### src/rtl/irqn_pkg.sv
// Package: shared constants and the external-source map of the controller.
// Assumes four control words of eight 4-bit fields, 28 of the 32 slots used.
package irqn_pkg;
    localparam int SRC_CNT  = 28;
    localparam int EXT_CNT  = 6;
    localparam int REG_CNT  = 4;
    localparam int FIELDS   = 8;
    localparam int NIB_W    = 4;
    localparam int PRIO_W   = NIB_W - 1;
    localparam int DATA_W   = FIELDS * NIB_W;
    localparam int ADDR_W   = 3;
    localparam int ID_W     = $clog2(SRC_CNT);
    localparam int SYNC_LEN = 2;
    localparam int POL_ADDR = REG_CNT;

    // Returns the external slot of source s, or -1 for a level source.
    function automatic int ext_of(input int s);
        case (s)
            0:       return 0;
            1:       return 1;
            2:       return 2;
            3:       return 3;
            25:      return 4;
            26:      return 5;
            default: return -1;
        endcase
    endfunction

    // Bit position of the least significant bit of source s in its word.
    function automatic int field_lsb(input int s);
        return (FIELDS - 1 - (s % FIELDS)) * NIB_W;
    endfunction
endpackage

### src/rtl/irqn_edge_det.sv
// Edge detector: a SYNC_LEN-flop synchroniser per external pin, then a
// registered copy for comparison. Polarity picks the rising or falling edge.
// Assumes pins are asynchronous to clk and the polarity input is quasi-static.
module irqn_edge_det #(
    parameter int N        = irqn_pkg::EXT_CNT,
    parameter int SYNC_LEN = irqn_pkg::SYNC_LEN
) (
    input  logic         clk,
    input  logic         rst_n,
    input  logic [N-1:0] pin,
    input  logic [N-1:0] pol,
    output logic [N-1:0] hit
);
    for (genvar e = 0; e < N; e++) begin : g_pin
        logic [SYNC_LEN-1:0] sync_q;
        logic                prev_q;

        // Shift the pin through the synchroniser and keep one delayed copy.
        always_ff @(posedge clk) begin
            if (!rst_n) begin
                sync_q <= '0;
                prev_q <= 1'b0;
            end else begin
                sync_q <= {sync_q[SYNC_LEN-2:0], pin[e]};
                prev_q <= sync_q[SYNC_LEN-1];
            end
        end

        // Flag the selected transition between the delayed copy and the output.
        always_comb begin
            if (pol[e]) hit[e] = sync_q[SYNC_LEN-1] & ~prev_q;
            else        hit[e] = ~sync_q[SYNC_LEN-1] & prev_q;
        end
    end
endmodule

### src/rtl/irqn_field_bank.sv
// Field bank: holds the per-source priorities, the external pending latches and
// the polarity word, and decodes writes and reads. A field is updated only
// when its bit 3 is written as one, and that strobe also acknowledges pending.
// Assumes one register access per cycle. Reads are combinational.
module irqn_field_bank
    import irqn_pkg::*;
(
    input  logic                      clk,
    input  logic                      rst_n,
    input  logic                      wr_en,
    input  logic [ADDR_W-1:0]         addr,
    input  logic [DATA_W-1:0]         wdata,
    input  logic [EXT_CNT-1:0]        hit,
    output logic [SRC_CNT*PRIO_W-1:0] prio_flat,
    output logic [EXT_CNT-1:0]        pend,
    output logic [EXT_CNT-1:0]        pol,
    output logic [DATA_W-1:0]         rdata
);
    logic [SRC_CNT-1:0] src_pbit;

    for (genvar s = 0; s < SRC_CNT; s++) begin : g_src
        localparam int RIDX = s / FIELDS;
        localparam int LSB  = field_lsb(s);
        localparam int EIDX = ext_of(s);
        logic              strobe;
        logic [PRIO_W-1:0] prio_q;

        assign strobe = wr_en && (addr == ADDR_W'(RIDX)) && wdata[LSB+NIB_W-1];
        assign prio_flat[s*PRIO_W +: PRIO_W] = prio_q;

        // Load the priority only when this field's strobe bit is written.
        always_ff @(posedge clk) begin
            if (!rst_n)      prio_q <= '0;
            else if (strobe) prio_q <= wdata[LSB +: PRIO_W];
        end

        if (EIDX >= 0) begin : g_ext
            logic pend_q;
            assign pend[EIDX]  = pend_q;
            assign src_pbit[s] = pend_q;

            // Latch a detected edge, clear on acknowledge; a new edge wins.
            always_ff @(posedge clk) begin
                if (!rst_n)         pend_q <= 1'b0;
                else if (hit[EIDX]) pend_q <= 1'b1;
                else if (strobe)    pend_q <= 1'b0;
            end
        end else begin : g_lvl
            assign src_pbit[s] = 1'b0;
        end
    end

    // Polarity word: written whole at its own address.
    always_ff @(posedge clk) begin
        if (!rst_n)                                  pol <= '0;
        else if (wr_en && addr == ADDR_W'(POL_ADDR)) pol <= wdata[EXT_CNT-1:0];
    end

    // Read mux: assemble the addressed word from fields or the polarity word.
    always_comb begin
        rdata = '0;
        if (addr == ADDR_W'(POL_ADDR)) begin
            rdata[EXT_CNT-1:0] = pol;
        end else begin
            for (int s = 0; s < SRC_CNT; s++) begin
                if (addr == ADDR_W'(s / FIELDS))
                    rdata[field_lsb(s) +: NIB_W] = {src_pbit[s], prio_flat[s*PRIO_W +: PRIO_W]};
            end
        end
    end
endmodule

### src/rtl/irqn_arbiter.sv
// Arbiter: finds the highest priority among requesting sources, with the
// lowest index winning ties, and registers level and index for the CPU.
// Assumes priority zero means masked, so a zero level means no request.
module irqn_arbiter
    import irqn_pkg::*;
(
    input  logic                      clk,
    input  logic                      rst_n,
    input  logic [SRC_CNT*PRIO_W-1:0] prio_flat,
    input  logic [SRC_CNT-1:0]        req,
    output logic [PRIO_W-1:0]         irq_level,
    output logic [ID_W-1:0]           irq_id
);
    logic [PRIO_W-1:0] best_lvl;
    logic [ID_W-1:0]   best_id;

    // Linear scan; strict compare keeps the earlier (lower) index on ties.
    always_comb begin
        best_lvl = '0;
        best_id  = '0;
        for (int s = 0; s < SRC_CNT; s++) begin
            if (req[s] && prio_flat[s*PRIO_W +: PRIO_W] > best_lvl) begin
                best_lvl = prio_flat[s*PRIO_W +: PRIO_W];
                best_id  = ID_W'(s);
            end
        end
    end

    // Register the result so the CPU sees a glitch-free level.
    always_ff @(posedge clk) begin
        if (!rst_n) begin
            irq_level <= '0;
            irq_id    <= '0;
        end else begin
            irq_level <= best_lvl;
            irq_id    <= best_id;
        end
    end
endmodule

### src/rtl/irq_nibble_ctrl.sv
// Top: routes the external pins to the edge detector, forms the request
// vector from pending latches and level inputs, and drives the arbiter.
// Assumes src_in bits of external sources are raw asynchronous pins.
module irq_nibble_ctrl
    import irqn_pkg::*;
(
    input  logic                 clk,
    input  logic                 rst_n,
    input  logic                 wr_en,
    input  logic [ADDR_W-1:0]    addr,
    input  logic [DATA_W-1:0]    wdata,
    output logic [DATA_W-1:0]    rdata,
    input  logic [SRC_CNT-1:0]   src_in,
    output logic [PRIO_W-1:0]    irq_level,
    output logic [ID_W-1:0]      irq_id
);
    logic [EXT_CNT-1:0]        ext_pin;
    logic [EXT_CNT-1:0]        ext_hit;
    logic [EXT_CNT-1:0]        ext_pend;
    logic [EXT_CNT-1:0]        ext_pol;
    logic [SRC_CNT*PRIO_W-1:0] prio_flat;
    logic [SRC_CNT-1:0]        req;

    for (genvar s = 0; s < SRC_CNT; s++) begin : g_route
        localparam int EIDX = ext_of(s);
        if (EIDX >= 0) begin : g_ext
            assign ext_pin[EIDX] = src_in[s];
            assign req[s]        = ext_pend[EIDX];
        end else begin : g_lvl
            assign req[s] = src_in[s];
        end
    end

    irqn_edge_det #(.N(EXT_CNT), .SYNC_LEN(SYNC_LEN)) u_edge (
        .clk   (clk),
        .rst_n (rst_n),
        .pin   (ext_pin),
        .pol   (ext_pol),
        .hit   (ext_hit)
    );

    irqn_field_bank u_bank (
        .clk       (clk),
        .rst_n     (rst_n),
        .wr_en     (wr_en),
        .addr      (addr),
        .wdata     (wdata),
        .hit       (ext_hit),
        .prio_flat (prio_flat),
        .pend      (ext_pend),
        .pol       (ext_pol),
        .rdata     (rdata)
    );

    irqn_arbiter u_arb (
        .clk       (clk),
        .rst_n     (rst_n),
        .prio_flat (prio_flat),
        .req       (req),
        .irq_level (irq_level),
        .irq_id    (irq_id)
    );
endmodule

### config.mk
export PLATFORM = sky130hd
export DESIGN_NAME = irq_nibble_ctrl
export DESIGN_NICKNAME = d
export VERILOG_FILES = /design/src/rtl/irqn_pkg.sv /design/src/rtl/irqn_edge_det.sv /design/src/rtl/irqn_field_bank.sv /design/src/rtl/irqn_arbiter.sv /design/src/rtl/irq_nibble_ctrl.sv
export SDC_FILE = /design/constraint.sdc
export NUM_CORES = 1
export LEC_CHECK = 0
export ABC_AREA = 1
export BUFFER_PORTS_ARGS = -buffer_cell sky130_fd_sc_hd__clkbuf_2
export CAP_MARGIN = 25
export CORE_UTILIZATION = 55
export CTS_CLUSTER_DIAMETER = 60
export DETAILED_ROUTE_END_ITERATION = 8
export PLACE_DENSITY = 0.77
export SETUP_SLACK_MARGIN = 0.2
export SYNTH_ARGS = -nofsm -noshare
export SYNTH_HDL_FRONTEND = slang
export SYNTH_SLANG_ARGS = --single-unit
### constraint.sdc
create_clock -name clk -period 41.3 [get_ports clk]
set_input_delay 4.13 -clock clk [delete_from_list [all_inputs] [get_ports clk]]
set_output_delay 4.13 -clock clk [all_outputs]
set_load 0.05 [all_outputs]
# Yosys cells after proc, flatten, opt, wreduce, memory -nomap -nowiden
# Index checks and enable logic that the tools add are counted.
# word_totals
reg_bits,122
out_inout_bits,40
wordCells,279
# op_classes
n_lt_le_gt_ge,28
eq_ne,4
muxes,103
bitwise_logic,25
n_reduce_logical,69
# ops
operator,n
3-bit 2-to-1 mux,44
4-bit 2-to-1 mux,24
3-bit > comparator,27
1-bit logical AND,61
5-bit 2-to-1 mux,12
26-bit 2-to-1 mux,1
1-bit 2-to-1 mux,19
1-bit inverter,13
1-bit bitwise AND,12
2-bit nonzero test,6
"3-bit by 2-bit equality test with 1-bit output, second input constant",2
6-bit 2-to-1 mux,1
5-bit OR reduction,1
2-bit 2-to-1 mux,2
"3-bit by 1-bit equality test with 1-bit output, second input constant",1
"3-bit equality test, second input constant",1
"3-bit by 1-bit > comparator with 1-bit output, second input constant",1
3-bit logical NOT,1

# Longest topological paths before layout
# depth
word_depth,84
depth_mapped,209
ltp_nobuf,209

# By module
# From an unflattened synthesis, not the netlist that was laid out.
# hier_totals
hier_cells,1461
hier_area_um2,8851.0
# modules_own_cells
module,instances,cells_per_inst,area_each_um2,seq_area_each_um2
irqn_field_bank,1,790,4789.6,1921.8
irqn_arbiter,1,579,3382.0,160.2
irqn_edge_det,1,92,679.4,360.3

# Worst setup path before layout
# No wires, ideal clock.
# synth_path
path_type,in2reg
start,input port src_in[4]
end,register u_arb.irq_id[3]
setup_time_ps,113
arrival_ps,26522
setup_slack_ps,14664
cell_stages,157
n_path_buf,0
cell_sequence,o21a_1 nand2_2 o21ai_0 ha_1 o21ai_0 nand3_2 nand2_2 nand2_2 o21ai_0 ha_1 or2_2 o22ai_1 inv_1 nand2_2 nand2_2 o21ai_0 ha_1 or2_2 (+121 left out) nand2_1 ha_1 nand2_1 nor2_1 a211oi_1 nor2_1 inv_1 nand3_1 and2_1 ha_1 nand2_1 nor2_1 a211oi_1 nor2_1 nor2_1 nand3_1 o21ai_1 inv_1
# synth_between
elab_chain_len,71
elab_cells_between_ends,90
classes_between,order compare (23); mux (43); reduce/logical (24)
# synth_rtl
element,line_no,text
from (decl),irq_nibble_ctrl.sv:13,"input logic [SRC_CNT-1:0] src_in,"
1-bit logical AND *,irqn_arbiter.sv:22,if (req[s] && prio_flat[s*PRIO_W +: PRIO_W] > best_lvl) begin
3-bit 2-to-1 mux *,irqn_arbiter.sv:22,
3-bit > comparator,irqn_arbiter.sv:22,
1-bit logical AND,irqn_arbiter.sv:22,
3-bit 2-to-1 mux *,irqn_arbiter.sv:22,
3-bit > comparator,irqn_arbiter.sv:22,
1-bit logical AND,irqn_arbiter.sv:22,
3-bit 2-to-1 mux *,irqn_arbiter.sv:22,
(+55 left out),--,
1-bit logical AND,irqn_arbiter.sv:22,
3-bit 2-to-1 mux,irqn_arbiter.sv:22,
3-bit > comparator,irqn_arbiter.sv:22,
1-bit logical AND,irqn_arbiter.sv:22,
3-bit 2-to-1 mux,irqn_arbiter.sv:22,
3-bit > comparator,irqn_arbiter.sv:22,
1-bit logical AND,irqn_arbiter.sv:22,
5-bit 2-to-1 mux *,irqn_arbiter.sv:22,
to (signal assigned),irqn_arbiter.sv:36,irq_id <= best_id;
to (decl),irqn_arbiter.sv:12,output logic [ID_W-1:0] irq_id
# Every way passes the cells marked *; elsewhere a longest branch is shown, timed or not.
# A chain may end at the register's enable or synchronous reset.

# Final worst setup path
# layout_path
start,register u_bank.g_src[0].prio_q[0]
end,register u_arb.irq_id[3]
# layout_between
elab_chain_len,84
elab_cells_between_ends,103
classes_between,order compare (28); mux (47); reduce/logical (28)
# layout_rtl
element,line_no,text
from (decl),irqn_field_bank.sv:26,logic [PRIO_W-1:0] prio_q;
from (signal assigned),irqn_field_bank.sv:34,else if (strobe) prio_q <= wdata[LSB +: PRIO_W];
3-bit by 1-bit > comparator with 1-bit output,irqn_arbiter.sv:22,
1-bit logical AND,irqn_arbiter.sv:22,
3-bit 2-to-1 mux *,irqn_arbiter.sv:22,
3-bit > comparator,irqn_arbiter.sv:22,
1-bit logical AND,irqn_arbiter.sv:22,
3-bit 2-to-1 mux *,irqn_arbiter.sv:22,
3-bit > comparator,irqn_arbiter.sv:22,
1-bit logical AND,irqn_arbiter.sv:22,
(+68 left out),--,
1-bit logical AND,irqn_arbiter.sv:22,
3-bit 2-to-1 mux,irqn_arbiter.sv:22,
3-bit > comparator,irqn_arbiter.sv:22,
1-bit logical AND,irqn_arbiter.sv:22,
3-bit 2-to-1 mux,irqn_arbiter.sv:22,
3-bit > comparator,irqn_arbiter.sv:22,
1-bit logical AND,irqn_arbiter.sv:22,
5-bit 2-to-1 mux *,irqn_arbiter.sv:22,
# Marks and branches as above.

==> impl_metrics.toml <==
[run_status]
outcome = "completed"

[cts]
cts_resized = 0
htree_levels = 4
clk_latency_ns = 0.43
tritoncts = "done"
cts_setup_buffers = 0
root_buffer = "clkbuf_16"
cts_hold_buf = 0
path_clk_slew_ns = 0.06
cts_buffers = 17
cts.sinks = 122
clockBufferDepth = 2

[sta]
setup_viol = 0
min_period_ns = 30.51
tightest_slew_ns = 0.991
fmax_ghz = 0.0328
slew_headroom_pct = 33.4
finClkSkew_ns = 0.00847
finalSetupTns_ns = 0
maxSlewViolCount = 0
finalCritPeriodShare_pct = 73.9
hold_viol = 0
rsz0062_at_grt = "false"
hold_ws_ns = 0.416

[critical_path]
slowest_stage = "o21ai_0"
path_class = "register to register"
cpMostUsedCell = "nand2_2"
cp_slowest_stage_delay_ns = 0.40
cp_max_fo = 6
required_ns = 41.61
end_kind = "register"
critPathLaunchType = "register"
arrival_ns = 30.82

[floorplanning]
die-height_um = 120
core_sq_mm = 0.0135
die-area_sq_mm = 0.0144
num_io_pins = 106
rows = 42
start_util_pct = 57.1
fp.dieW_um = 120

[power]
p_seq_share_pct = 35.6
power_switching_uw = 105
cellPowerDensity_mw_per_mm2 = 38.9
p_leak_nw = 4.18
intPower_uw = 244
power_uw = 350
pwr-share-clk_pct = 47.2
vdd_drop_max_mv = 0.0410
swShare_pct = 30.1
p_comb_share_pct = 17.2

[grt]
grt_pass1_wl_mm = 37.3
grt_max_degree = 63
grt_remaining_overflow = 0
grt.total_usage_pct = 33.9
antenna_found_initial = 0
grt_pass1_vias = 7300

[final_layout]
diodes = 0
area_growth_pct = 17.1
nFillCells = 1217
final_net_count = 1317
fin_util_pct = 66.9
drive_above_1_share_pct = 20.1

[routing]
post_drt_wl_per_cell_um = 17.0
via_count = 8123
first_iter_violations = 707
ant_nets = 0
route.detailed.drc = 0
routed_wl_mm = 23.9
avgViaCountPerCell = 5.77
first_pass_iters = 6

[yosys]
yosys-top-cells-area = "dfxtp_1, o21ai_0, nand2_1"
ys_ff_latch = 122
syn_area_sq_mm = 0.00768
synth_cells = 1118
yosysWarnings = 0
synth_area_leader_cell = "dfxtp_1"
ys_seq_area_share_pct = 31.8
syn_area_per_cell_sq_um = 6.87
synth.distinct_cells = 34
synth_top_area_share_pct = 31.8

[placement]
dp_hpwl_mm = 18.1
portBuffers = 102
gp_congestion = 0.944

[flow_run]
maxCapViolCount = 0

[min_path]
hold_path.class = "register to register"
==> synthesized netlist by cell type <==
master    number
or2_2         10
a21boi_0       5
a31oi_1        2
nor2_1        52
o21ai_1        3
clkinv_1       1
inv_2          3
nand2_1      172
clkbuf_1      23
nand3_4        2
a22oi_1        9
o211ai_1       2
a21oi_1      126
nor3_1        11
buf_4          3
nand3_1       49
o21ai_0      151
nand3_2       24
a21oi_2        1
o221ai_1       8
o21a_1        19
dfxtp_1      122
o22ai_1       21
o32ai_1        4
a221oi_1      13
a211oi_1       2
and2_1         3
o21bai_1       1
nand2_2       60
nand4_1        5
nand2_4       10
ha_1          33
inv_1        167
conb_1         1
==> cells by family after synthesis <==
family	after synthesis	share of synthesized area [%]
buffers and inverters	197	9.77
other	1	0.0488
DFF	122	31.8
adders and majority gates	33	5.37
and+or+nand+nor	398	26.2
AOI/OAI and AO/OA	367	26.8
==> sequential cells by signal (all words and copies together) (netlist names) <==
| name | count |
|---|---|
| u_edge.g_pin.sync_q | 12 |
| u_arb.irq_id | 5 |
| u_bank.pol | 6 |
| u_arb.irq_level | 3 |
| u_edge.g_pin.prev_q | 6 |
| u_bank.g_src.g_ext.pend_q | 6 |
| u_bank.g_src.prio_q | 84 |
==> stage by stage <==
| step | setup slack, ns | area [sq um] | cells |
|---|---|---|---|
| after floorplan | 14.66 | 7690 | 1120 |
| after global placement | 12.34 | 8330 | 1374 |
| after detailed placement | 11.36 | 8330 | 1374 |
| after CTS | 11.15 | 8980 | 1406 |
| after global routing | 7.83 | 9000 | 1407 |
| final | 10.79 | 9000 | 1407 |
==> routing by layer <==
| layer | wire length, um | global-route usage (%) |
|---|---|---|
| met5 | 0 | 0 |
| met4 | 1010 | 16.6 |
| met3 | 2080 | 6.93 |
| met2 | 10700 | 53.4 |
| met1 | 10100 | 44.1 |
==> layout make-up <==
class | count | area (sq um) | share of cell area (%)
repair buffers | 105 | 546 | 6.06
clock inverters | 14 | 208 | 2.31
multi-input cells | 801 | 4500 | 50.0
clock buffers | 18 | 439 | 4.88
well taps | 176 | 220 | 2.45
inverters | 171 | 642 | 7.13
flip-flops and latches | 122 | 2440 | 27.1
==> cell usage in the layout (no fill, tap or decap), types with 2 or more instances in the layout <==
| master | instances |
|---|---|
| o32ai_1 | 4 |
| clkbuf_2 | 102 |
| o21ai_0 | 151 |
| nor2_1 | 52 |
| clkinv_4 | 4 |
| nand3_1 | 49 |
| a31oi_1 | 2 |
| a221oi_1 | 13 |
| nor3_1 | 11 |
| o21ai_1 | 3 |
| inv_1 | 167 |
| clkbuf_16 | 17 |
| and2_1 | 3 |
| nand3_4 | 2 |
| buf_4 | 2 |
| nand2_1 | 172 |
| o21a_1 | 19 |
| a21boi_0 | 5 |
| a211oi_1 | 2 |
| conb_1 | 3 |
| nand3_2 | 24 |
| nand2_4 | 10 |
| inv_2 | 3 |
| o211ai_1 | 2 |
| o221ai_1 | 8 |
| nand2_2 | 60 |
| ha_1 | 33 |
| a22oi_1 | 9 |
| inv_6 | 6 |
| dfxtp_1 | 122 |
| or2_2 | 10 |
| o22ai_1 | 21 |
| nand4_1 | 5 |
| a21oi_1 | 126 |
| bufinv_16 | 4 |
==> critical path: cells and delay by family (launching register included) <==
kind                       cells  cell delay [ns]
AOI/OAI and AO/OA             50            11.37
adders and majority gates     27             7.93
buffers and inverters         18             1.31
DFF                            1             0.35
and+or+nand+nor               85             9.41
==> power groups by stage <==
stage / clock [mW] / sequential, mW / combinational (mW)
3_3_place_gp: 0 / 0.127 / 0.0576
2_1_floorplan: 0 / 0.132 / 0.0369
4_1_cts: 0.165 / 0.124 / 0.0591
6_report: 0.165 / 0.125 / 0.0602
3_5_place_dp: 0 / 0.127 / 0.0585
5_1_grt: 0.171 / 0.125 / 0.0656
==> worst paths after layout <==
check                            start                        end  slack [ns]  cells after the start
max          u_bank.g_src[0].prio_q[0]            u_arb.irq_id[3]       10.79                    180
min          u_edge.g_pin[2].sync_q[0]  u_edge.g_pin[2].sync_q[1]        0.42                      2
max reg2reg  u_bank.g_src[0].prio_q[0]            u_arb.irq_id[3]       10.79                    180
min reg2reg  u_edge.g_pin[2].sync_q[0]  u_edge.g_pin[2].sync_q[1]        0.42                      2
No activity file was read; power rests on OpenSTA's default activity.
